==> config.mk <==
export PLATFORM = sky130hd
export DESIGN_NAME = tag_allocator
export DESIGN_NICKNAME = d
export VERILOG_FILES = /design/src/rtl/tag_alloc_pkg.sv /design/src/rtl/tag_rr_arbiter.sv /design/src/rtl/tag_free_finder.sv /design/src/rtl/tag_owner_table.sv /design/src/rtl/tag_allocator.sv
export SDC_FILE = /design/constraint.sdc
export NUM_CORES = 1
export LEC_CHECK = 0
export BUFFER_PORTS_ARGS = -buffer_cell sky130_fd_sc_hd__buf_2
export CORE_UTILIZATION = 45
export DETAILED_ROUTE_END_ITERATION = 6
export GPL_TIMING_DRIVEN = 0
export PLACE_DENSITY = 0.71
export REMOVE_ABC_BUFFERS = 1
export SYNTH_ARGS = -nofsm -noshare
export SYNTH_HDL_FRONTEND = slang
export SYNTH_HIERARCHICAL = 1
export SYNTH_SLANG_ARGS = --single-unit
==> constraint.sdc <==
create_clock -name clk -period 7.4 [get_ports clk]
set_clock_uncertainty 0.05 [all_clocks]
set_input_delay 0.74 -clock clk [delete_from_list [all_inputs] [get_ports clk]]
set_output_delay 0.74 -clock clk [all_outputs]
set_load 0.1 [all_outputs]
==> src/rtl/tag_alloc_pkg.sv <==
package tag_alloc_pkg;

    // Width of an index able to address n items, never below one bit.
    function automatic int unsigned idx_width(input int unsigned n);
        return (n > 1) ? $clog2(n) : 1;
    endfunction

endpackage

==> src/rtl/tag_rr_arbiter.sv <==
module tag_rr_arbiter #(
    parameter int unsigned NUM_CH = 4,
    localparam int unsigned CH_W = tag_alloc_pkg::idx_width(NUM_CH)
) (
    input  logic [NUM_CH-1:0] req,
    input  logic [CH_W-1:0]   start,
    output logic [NUM_CH-1:0] gnt,
    output logic [CH_W-1:0]   gnt_idx,
    output logic              gnt_any
);

    always_comb begin
        int unsigned pos;
        gnt     = '0;
        gnt_idx = '0;
        gnt_any = 1'b0;
        pos     = 0;
        for (int k = 0; k < NUM_CH; k++) begin
            pos = int'(start) + k;
            if (pos >= NUM_CH) begin
                pos = pos - NUM_CH;
            end
            if (!gnt_any && req[CH_W'(pos)]) begin
                gnt_any             = 1'b1;
                gnt[CH_W'(pos)]     = 1'b1;
                gnt_idx             = CH_W'(pos);
            end
        end
    end

endmodule

==> src/rtl/tag_free_finder.sv <==
module tag_free_finder #(
    parameter int unsigned TAG_W = 5,
    localparam int unsigned NT = 1 << TAG_W
) (
    input  logic [NT-1:0]    in_use,
    output logic [TAG_W-1:0] free_idx,
    output logic             free_any
);

    always_comb begin
        free_idx = '0;
        free_any = 1'b0;
        for (int t = NT - 1; t >= 0; t--) begin
            if (!in_use[TAG_W'(t)]) begin
                free_idx = TAG_W'(t);
                free_any = 1'b1;
            end
        end
    end

endmodule

==> src/rtl/tag_owner_table.sv <==
module tag_owner_table #(
    parameter int unsigned NUM_CH = 4,
    parameter int unsigned TAG_W  = 5,
    localparam int unsigned CH_W = tag_alloc_pkg::idx_width(NUM_CH),
    localparam int unsigned NT   = 1 << TAG_W
) (
    input  logic              clk,
    input  logic              rst_n,
    input  logic              wr_en,
    input  logic [TAG_W-1:0]  wr_tag,
    input  logic [CH_W-1:0]   wr_ch,
    input  logic [TAG_W-1:0]  rd_tag,
    output logic [CH_W-1:0]   rd_ch
);

    logic [CH_W-1:0] owner_d [NT];
    logic [CH_W-1:0] owner_q [NT];

    for (genvar g = 0; g < NT; g++) begin : g_entry
        always_comb begin
            owner_d[g] = owner_q[g];
            if (wr_en && (wr_tag == TAG_W'(g))) begin
                owner_d[g] = wr_ch;
            end
        end

        always_ff @(posedge clk) begin
            if (!rst_n) begin
                owner_q[g] <= '0;
            end else begin
                owner_q[g] <= owner_d[g];
            end
        end
    end

    assign rd_ch = owner_q[rd_tag];

endmodule

==> src/rtl/tag_allocator.sv <==
module tag_allocator #(
    parameter int unsigned NUM_CH = 4,
    parameter int unsigned TAG_W  = 5,
    localparam int unsigned CH_W = tag_alloc_pkg::idx_width(NUM_CH),
    localparam int unsigned NT   = 1 << TAG_W
) (
    input  logic              clk,
    input  logic              rst_n,
    input  logic [NUM_CH-1:0] req_valid,
    output logic [NUM_CH-1:0] req_ready,
    output logic [TAG_W-1:0]  alloc_tag,
    input  logic              cpl_valid,
    input  logic [TAG_W-1:0]  cpl_tag,
    input  logic              cpl_last,
    output logic              cpl_hit,
    output logic [CH_W-1:0]   cpl_owner
);

    typedef struct packed {
        logic [NT-1:0]   in_use;
        logic [CH_W-1:0] rr;
    } state_t;

    state_t st_d, st_q;

    logic [NUM_CH-1:0] arb_gnt;
    logic [CH_W-1:0]   arb_idx;
    logic              arb_any;
    logic [TAG_W-1:0]  free_idx;
    logic              free_any;
    logic              grant_fire;
    logic              release_fire;

    tag_rr_arbiter #(.NUM_CH(NUM_CH)) i_arb (
        .req     (req_valid),
        .start   (st_q.rr),
        .gnt     (arb_gnt),
        .gnt_idx (arb_idx),
        .gnt_any (arb_any)
    );

    tag_free_finder #(.TAG_W(TAG_W)) i_free (
        .in_use   (st_q.in_use),
        .free_idx (free_idx),
        .free_any (free_any)
    );

    tag_owner_table #(.NUM_CH(NUM_CH), .TAG_W(TAG_W)) i_owner (
        .clk    (clk),
        .rst_n  (rst_n),
        .wr_en  (grant_fire),
        .wr_tag (free_idx),
        .wr_ch  (arb_idx),
        .rd_tag (cpl_tag),
        .rd_ch  (cpl_owner)
    );

    always_comb begin
        st_d         = st_q;
        grant_fire   = arb_any && free_any;
        req_ready    = free_any ? arb_gnt : '0;
        alloc_tag    = free_idx;
        cpl_hit      = cpl_valid && st_q.in_use[cpl_tag];
        release_fire = cpl_hit && cpl_last;

        if (release_fire) begin
            st_d.in_use[cpl_tag] = 1'b0;
        end
        if (grant_fire) begin
            st_d.in_use[free_idx] = 1'b1;
            st_d.rr = (arb_idx == CH_W'(NUM_CH - 1)) ? '0 : arb_idx + 1'b1;
        end
    end

    always_ff @(posedge clk) begin
        if (!rst_n) begin
            st_q <= '0;
        end else begin
            st_q <= st_d;
        end
    end

    // a single grant, always to a requester
    p_one_grant_r3: assert property (@(posedge clk) disable iff (!rst_n)
        $onehot0(req_ready) && ((req_ready & ~req_valid) == '0));

    // the offered tag is not already held
    p_tag_was_free_r2: assert property (@(posedge clk) disable iff (!rst_n)
        (req_ready != '0) |-> !st_q.in_use[alloc_tag]);

    // an exhausted pool blocks every requester
    p_full_blocks_r5: assert property (@(posedge clk) disable iff (!rst_n)
        (&st_q.in_use) |-> (req_ready == '0));

    // a granted tag is held in the following cycle
    p_grant_marks_r10: assert property (@(posedge clk) disable iff (!rst_n)
        (req_ready != '0) |=> st_q.in_use[$past(alloc_tag)]);

    // a partial completion keeps its tag
    p_partial_keeps_r6: assert property (@(posedge clk) disable iff (!rst_n)
        (cpl_valid && !cpl_last && st_q.in_use[cpl_tag]) |=> st_q.in_use[$past(cpl_tag)]);

    // a finishing completion frees its tag
    p_last_frees_r7: assert property (@(posedge clk) disable iff (!rst_n)
        (cpl_valid && cpl_last && st_q.in_use[cpl_tag]) |=> !st_q.in_use[$past(cpl_tag)]);

    // a completion on an idle tag leaves it idle unless granted meanwhile
    p_stray_ignored_r9: assert property (@(posedge clk) disable iff (!rst_n)
        (cpl_valid && !st_q.in_use[cpl_tag] && !((req_ready != '0) && alloc_tag == cpl_tag))
        |=> !st_q.in_use[$past(cpl_tag)]);

endmodule

==> reports/results.md, run 1 <==
• finished clean — run status
• 2 — worst hold path cell count
• 0 — post-CTS setup buffer count
• 12200 um^2 — core area
• 0 — antenna viol nets, final
• 3.03 ns — worst slack at placement
• 5710 um^2 — Netlist Area Pre-Place
• 64 — EDFF count, synth
• 6.61 ns — data required time of the critical path
• 6 — Yosys Warn Count
• 23 — buffers added on ports
• 0.34 ns — clock latency at the later pin of the worst-skew pair
• 115 um — height of the chip
• 46.7% — Starting Density
• 25 — count of pins on the block boundary
• 0.140 mV — worst-case vdd ir drop
• 0 — hold buffer count at cts
• 0.06 ns — CTS clk-pin slew, worst paths
• 4.08 ns — post-route minimum period
• 76 — maximum number of pins on one net before global-route repair
• 0 — endpoints failing setup
• 10.1% — fraction of layout cells with a size suffix above 1
• 5 — Pre-antenna DRT Iters
• 55.1% — final worst path period share
• 447 — Initial DRC Count
• met4 — top layer in use
• 233 nW/um^2 — power density relative to cell area
• 60 — number of unique standard cell types used by synthesis
• input pin — startpoint type of the worst setup path
• 0 — antenna violations before repair
• 9.56 um^2 — Synth Area per Inst
• 13100 um^2 — total die area
• 4446 — via count of the first global-routing pass
• 3.29 ns — arrival time at the worst endpoint
• yes — TritonCTS clock tree
• 18.0 um — Routed WL per cell
• 8.95 mm — DP HPWL
• sky130_fd_sc_hd__edfxtp_1 — dominant register cell in the synthesized netlist
• 98 — clock sink count
• 4723 — number of vias after detailed routing
• 2.07 nW — P_leak
• 610 — net count of the finished layout
• no — setup repair after global routing missed its margin
• 50.2% — end-of-flow core utilization
• 0 — DRC errors left
• 9 — TritonCTS Buffers
• 6.25 mm — M1 wire length
• reg2reg — worst min-delay path class
• 115 um — Die W
• 0 — leftover overflow at the end of global routing
• 7.94% — slew margin rel.
• 0 ns — sum of negative setup slack
• 71 — critical-path maximum fanout
• 1146 — filler cell count
• 22.2 mm — global-route wire length before repair
• 6.40 mm — met2 routed wirelength
• 40 — FP Rows
• 3 — number of levels in the clock H-tree
• in2out — CP Class
• 597 — Cells after Synth
• 9 — r2r worst-path depth
• 0% — proportion of synthesized flip-flops having asynchronous set or reset
• 6.18 — via/cell ratio
• sky130_fd_sc_hd__clkbuf_16 — Clk Tree Root Cell
• 0.817 — last weighted congestion value of the routability-driven placer
• 13.8 mm — total length of routed wires
• 0 — max-cap viol count
• 2 — Clock Path Buffers
• 7.34% — growth of design area from synthesis to finish
• 45.6% — share of synthesized area occupied by flip-flops and latches
• 0 — Final Max Tran Viols
• 1.38 ns — Worst Max-Slew Pin Slew
• 0 — Antenna Cells
• 921 um — met3 wire length
• 98 — Yosys reg bits
• 245 MHz — Fmax
• 21.9% — GRT Resource Usage Total
• 0 — post-CTS sizing
• output port — Crit. End Element
• 3.32 ns — crit path setup slack, layout
• 0 — final hold viol count
-- cells in the mapped netlist, drive strengths merged, types with 2 or more instances --
master / n / area share, %
nor2: 107 / 7.1
a21oi: 69 / 6.3
edfxtp: 64 / 34
mux2i: 48 / 8.4
o21ai: 40 / 3.6
dfxtp: 34 / 12
nand2: 29 / 1.9
clkbuf: 23 / 1.6
a22oi: 22 / 2.9
buf: 19 / 2.9
nor4: 19 / 2.1
nor4b: 17 / 2.9
nand3: 15 / 1.3
nor2b: 13 / 1.4
nand4: 7 / 0.77
and2: 6 / 0.68
ha: 6 / 1.3
inv: 5 / 0.33
mux4: 5 / 2.1
nand3b: 4 / 0.53
nand4b: 4 / 0.61
nor3: 4 / 0.35
o22ai: 4 / 0.55
nand2b: 3 / 0.33
o311ai: 3 / 0.59
a311oi: 2 / 0.42
a31oi: 2 / 0.22
and2b: 2 / 0.29
and4b: 2 / 0.35
conb: 2 / 0.13
or3: 2 / 0.22
or3b: 2 / 0.31
-- worst max-delay path, cell delays in order --
cell	delay, ns
sky130_fd_sc_hd__buf_4	0.19
sky130_fd_sc_hd__buf_16	0.33
sky130_fd_sc_hd__mux2i_1	0.32
sky130_fd_sc_hd__o22ai_2	0.10
sky130_fd_sc_hd__nor4_1	0.57
sky130_fd_sc_hd__o21ai_4	0.38
sky130_fd_sc_hd__and2_2	0.32
sky130_fd_sc_hd__buf_2	0.28
-- layout by cell type (no fill, tap or decap), types with 4 or more instances in the layout --
cell type | netlist | final
sky130_fd_sc_hd__o21ai_1 | 17 | 17
sky130_fd_sc_hd__inv_1 | 5 | 5
sky130_fd_sc_hd__edfxtp_1 | 64 | 64
sky130_fd_sc_hd__mux2i_1 | 48 | 48
sky130_fd_sc_hd__nor2_1 | 106 | 106
sky130_fd_sc_hd__nand4_1 | 7 | 7
sky130_fd_sc_hd__nor4b_1 | 16 | 16
sky130_fd_sc_hd__nand2_1 | 29 | 29
sky130_fd_sc_hd__nor2b_1 | 13 | 13
sky130_fd_sc_hd__buf_2 | 7 | 22
sky130_fd_sc_hd__nor4_1 | 19 | 19
sky130_fd_sc_hd__o21ai_0 | 22 | 22
sky130_fd_sc_hd__a21oi_2 | 4 | 4
sky130_fd_sc_hd__a21oi_1 | 65 | 65
sky130_fd_sc_hd__a22oi_1 | 22 | 22
sky130_fd_sc_hd__clkbuf_16 | 0 | 9
sky130_fd_sc_hd__dfxtp_1 | 34 | 34
sky130_fd_sc_hd__nand4b_1 | 4 | 4
sky130_fd_sc_hd__nand3b_1 | 4 | 4
sky130_fd_sc_hd__nand3_1 | 15 | 15
sky130_fd_sc_hd__and2_1 | 5 | 5
sky130_fd_sc_hd__ha_1 | 6 | 6
-- routing by layer --
metal	global-route usage, %	vias to the layer above
met1	30.1	2276
met4	8.57	0
met3	3.60	22
met2	34.5	205
met5	0	-
li1	-	2220
-- through the flow --
step	instances	area (um^2)	total power, mW	hold WS, ns
after floorplan	555	5450	0.883	0.436
after global placement	746	5780	0.956	0.448
after detailed placement	748	5820	0.967	0.460
after CTS	764	6120	1.42	0.469
after global routing	764	6130	1.48	0.489
final	764	6130	1.43	0.463
-- cell families (layout without fill, tap and decap cells) --
kind of cell / after synthesis / in the layout / synth area share (%)
AO/OA/AOI/OAI: 150 / 150 / 15.8
flip-flops: 98 / 98 / 45.6
buffers and inverters: 47 / 46 / 4.80
AND/OR/NAND/NOR: 240 / 240 / 21.7
other: 2 / 2 / 0.132
multiplexers: 54 / 54 / 10.7
adder cells (fa/ha/maj): 6 / 6 / 1.32
-- registers in the layout (all words and copies together), names as in the netlist --
signal	count
i_owner/owner_q	64
st_q	34
-- report_power, final --
| group | switching, mW | internal [mW] | leakage [nW] |
|---|---|---|---|
| clock network | 0.204 | 0.261 | 0.145 |
| registers | 0.0206 | 0.602 | 0.941 |
| logic | 0.239 | 0.104 | 0.987 |
-- path summary, 6_finish.rpt --
kind / end / from / slack [ns]
max: cpl_hit / cpl_tag[1] / 3.32
min: st_q[19]$_SDFF_PN0_ / st_q[19]$_SDFF_PN0_ / 0.46
max reg2reg: i_owner/owner_q[7][1]$_SDFFCE_PN0P_ / st_q[0]$_SDFFE_PN0P_ / 3.78
min reg2reg: st_q[19]$_SDFF_PN0_ / st_q[19]$_SDFF_PN0_ / 0.46
-- cell type report --
type	count	area, um^2	area share (%)
clock buffer	9	225	3.68
sequential	98	2600	42.5
tap	168	210	3.43
clock inverter	7	70.1	1.14
inverter	5	18.8	0.306
timing repair buffer	25	156	2.55
multi-input combinational	452	2840	46.4
Power figures use the tool's default switching activity.
==> inputs of run 2 (changes only) <==
--- a/config.mk
+++ b/config.mk
@@ -5,6 +5,7 @@
 export SDC_FILE = /design/constraint.sdc
 export NUM_CORES = 1
 export LEC_CHECK = 0
+export ABC_AREA = 1
 export BUFFER_PORTS_ARGS = -buffer_cell sky130_fd_sc_hd__buf_2
 export CORE_UTILIZATION = 45
 export DETAILED_ROUTE_END_ITERATION = 6
==> constraint.sdc (replaced) <==
create_clock -name clk -period 4.1 [get_ports clk]
set_clock_uncertainty 0.05 [all_clocks]
set_input_delay 0.41 -clock clk [delete_from_list [all_inputs] [get_ports clk]]
set_output_delay 0.41 -clock clk [all_outputs]
set_load 0.1 [all_outputs]
==> run 2 against run 1 <==
  * Design area increased by 7.3%
  * Highest routed layer unchanged
  * Critical path type is now reg2reg
  * Die area increased by 9.6%
  * Register-to-register slack got worse by 3.0 ns
  * Largest cell class unchanged
  * Non-clock buffer count decreased by 1
==> reports/results.md, run 2 <==
• finished clean — run status
• 46.8% — Starting Density, about the same
• 0 ns — sum of negative setup slack, unchanged
• 22.3% — GRT Resource Usage Total, +0.40 points
• 13400 um^2 — core area, +9.7%
• 15.6 mm — total length of routed wires, +13%
• 293 x sky130_fd_sc_hd__nand2_1, 123 x sky130_fd_sc_hd__nor2_1, 93 x sky130_fd_sc_hd__nand3_1 — Post-synth top cells
• 0 — leftover overflow at the end of global routing, unchanged
• 98 — Yosys reg bits, unchanged
• 0 — antenna violations before repair, unchanged
• 9.93 mm — DP HPWL, +11%
• 68 — maximum number of pins on one net before global-route repair, -11%
• 5804 — number of vias after detailed routing, +23%
• i_owner/owner_q (64), st_q (34) — largest registers ranked by flip-flop count
• 0 — post-CTS sizing, unchanged
• 81.1% — final worst path period share
• 5106 — via count of the first global-routing pass, +15%
• 0% — proportion of synthesized flip-flops having asynchronous set or reset, unchanged
• 0.07 ns — CTS clk-pin slew, worst paths, about the same
• sky130_fd_sc_hd__edfxtp_1 31%, sky130_fd_sc_hd__nand2_1 18%, sky130_fd_sc_hd__dfxtp_1 11% — cell types occupying the most area after synthesis
• 0 — post-CTS setup buffer count, unchanged
• flip-flop — startpoint type of the worst setup path
• 0 — hold buffer count at cts, unchanged
• no — setup repair after global routing missed its margin
• 34 — number of unique standard cell types used by synthesis, -43%
• 41.5% — share of synthesized area occupied by flip-flops and latches, -4.1 points
• 6260 um^2 — Netlist Area Pre-Place, +9.8%
• 482 — Initial DRC Count, +7.8%
• 42 — FP Rows, +5.0%
• 889 — Cells after Synth, +49%
• 20 — critical-path maximum fanout, -72%
• 0.34 ns — clock latency at the later pin of the worst-skew pair, about the same
• 1320 — filler cell count, +15%
• 5.50 — via/cell ratio, -11%
• yes — TritonCTS clock tree
• 0 — final hold viol count, unchanged
• sky130_fd_sc_hd__nand2_1 — most common cell in the synthesized netlist
• 2 — Clock Path Buffers, unchanged
• 1.38 ns — Worst Max-Slew Pin Slew, -0.00131 ns
• 8.53% — fraction of layout cells with a size suffix above 1, -1.5 points
• sky130_fd_sc_hd__nand2_1 — most common cell after layout, fill and taps aside
• 49.1% — end-of-flow core utilization, -1.1 points
• 3 — number of levels in the clock H-tree, unchanged
• 5 — Pre-antenna DRT Iters, unchanged
• 0 — DRC errors left, unchanged
• 25.3 mm — global-route wire length before repair, +14%
• 1055 — count of placed standard cells in the final layout, fillers left out, +38%
• 120 um — Die W, +4.7%
• 14400 um^2 — total die area, +9.6%
• 25 — count of pins on the block boundary, unchanged
• reg2reg — CP Class
• 98 — clock sink count, unchanged
• 3.28 ns — arrival time at the worst endpoint, about the same
• 7.05 um^2 — Synth Area per Inst, -26%
• sky130_fd_sc_hd__edfxtp_1 — dominant register cell in the synthesized netlist
• 30.7% — area share of the leading cell type in the synthesized netlist, -3.0 points
• 0 — antenna viol nets, final, unchanged
• sky130_fd_sc_hd__edfxtp_1 — Synth area leader
• 0 — Final Max Tran Viols, unchanged
• 893 — net count of the finished layout, +46%
• 464 nW/um^2 — power density relative to cell area, +99%
• 64 — number of flip-flops under the largest register name, unchanged
• 64 — EDFF count, synth, unchanged
• 6 — Yosys Warn Count, unchanged
• 301 MHz — Fmax
• 14.8 um — Routed WL per cell, -18%
• 4.97% — growth of design area from synthesis to finish
• i_owner/owner_q — register with the most flip-flops
• 4.05 ns — data required time of the critical path, -2.56 ns
• sky130_fd_sc_hd__clkbuf_16 — Clk Tree Root Cell
• 2.55 nW — P_leak, +23%
• 0 — max-cap viol count, unchanged
• 0 — Antenna Cells, unchanged
• 0.321 mV — worst-case vdd ir drop, +130%
• 120 um — height of the chip, +4.7%
• 23 — buffers added on ports, unchanged
• 3.33 ns — post-route minimum period
• 7.32% — slew margin rel., -0.62 points
• 9 — TritonCTS Buffers, unchanged
• 0 — endpoints failing setup, unchanged
• reg2reg — worst min-delay path class
• 293 x sky130_fd_sc_hd__nand2_1, 122 x sky130_fd_sc_hd__nor2_1, 93 x sky130_fd_sc_hd__nand3_1, 64 x sky130_fd_sc_hd__edfxtp_1, 56 x sky130_fd_sc_hd__inv_1 — leading cell types in the layout, fill and taps excluded
• 0.867 — last weighted congestion value of the routability-driven placer, +6.1%
• 0.77 ns — setup slack of the most critical reg-to-reg path, -3.01 ns
• flip-flop — Crit. End Element
• 1039 — number of cells in the design after placement, +39%
## run 2: layout make-up
class	instances	area, um^2	area share, %
multi-input cells	678	3080	46.8
repair buffers	24	130	1.98
clock inverters	6	66.3	1.01
inverters	63	249	3.79
flip-flops and latches	98	2600	39.6
clock buffers	10	229	3.48
well taps	176	220	3.35
## run 2: cells by family after synthesis
group / count (synthesis) / share of synthesized area (%)
simple gates: 597 / 41.5
buf+inv: 113 / 9.43
flops: 98 / 41.5
compound gates: 73 / 6.21
fa+ha+maj: 6 / 1.20
other cells: 2 / 0.120
## run 2: per-stage QoR
step	hold WS, ns	cell area, um^2	setup WS (ns)	power (mW)
after floorplan	0.390	5920	0.740	1.91
after global placement	0.400	6260	-0.473	2.21
after detailed placement	0.402	6280	0.827	2.22
after CTS	0.412	6570	0.804	3.04
after global routing	0.426	6580	0.474	3.21
final	0.411	6580	0.773	3.05
## run 2: path summary, 6_finish.rpt
path / start / endpoint / depth (start not counted)
setup / recovery: st_q[0]$_SDFFE_PN0P_ / i_owner/owner_q[8][0]$_SDFFCE_PN0P_ / 14
hold / removal: st_q[21]$_SDFF_PN0_ / st_q[21]$_SDFF_PN0_ / 2
setup reg to reg: st_q[0]$_SDFFE_PN0P_ / i_owner/owner_q[8][0]$_SDFFCE_PN0P_ / 14
hold reg to reg: st_q[21]$_SDFF_PN0_ / st_q[21]$_SDFF_PN0_ / 2
## run 2: worst max-delay path, stage by stage, from the launching register on
cell and delay (ns):
sky130_fd_sc_hd__dfxtp_1 0.56, sky130_fd_sc_hd__inv_2 0.19, sky130_fd_sc_hd__ha_1 0.39, sky130_fd_sc_hd__inv_1 0.10
sky130_fd_sc_hd__nand2_1 0.08, sky130_fd_sc_hd__nand2_2 0.06, sky130_fd_sc_hd__nor2_4 0.23, sky130_fd_sc_hd__nand4_1 0.13
sky130_fd_sc_hd__nand2_1 0.22, sky130_fd_sc_hd__inv_2 0.09, sky130_fd_sc_hd__inv_1 0.07, sky130_fd_sc_hd__nor2_2 0.05
sky130_fd_sc_hd__buf_8 0.16, sky130_fd_sc_hd__inv_1 0.33, sky130_fd_sc_hd__o21ai_0 0.25
## run 2: power by group
group	leakage [nW]	switching [mW]	internal, mW	total (mW)
Sequential	0.937	0.0360	1.09	1.13
Combinational	1.48	0.882	0.201	1.08
Clock	0.137	0.365	0.474	0.839
## run 2: routing by layer
metal / vias up / routed length (um) / GRT usage [%]
met5: - / 0 / 0
met4: 0 / 245 / 6.80
met3: 22 / 1210 / 3.42
met2: 222 / 7190 / 34.6
met1: 2670 / 6930 / 31.7
li1: 2890 / - / -
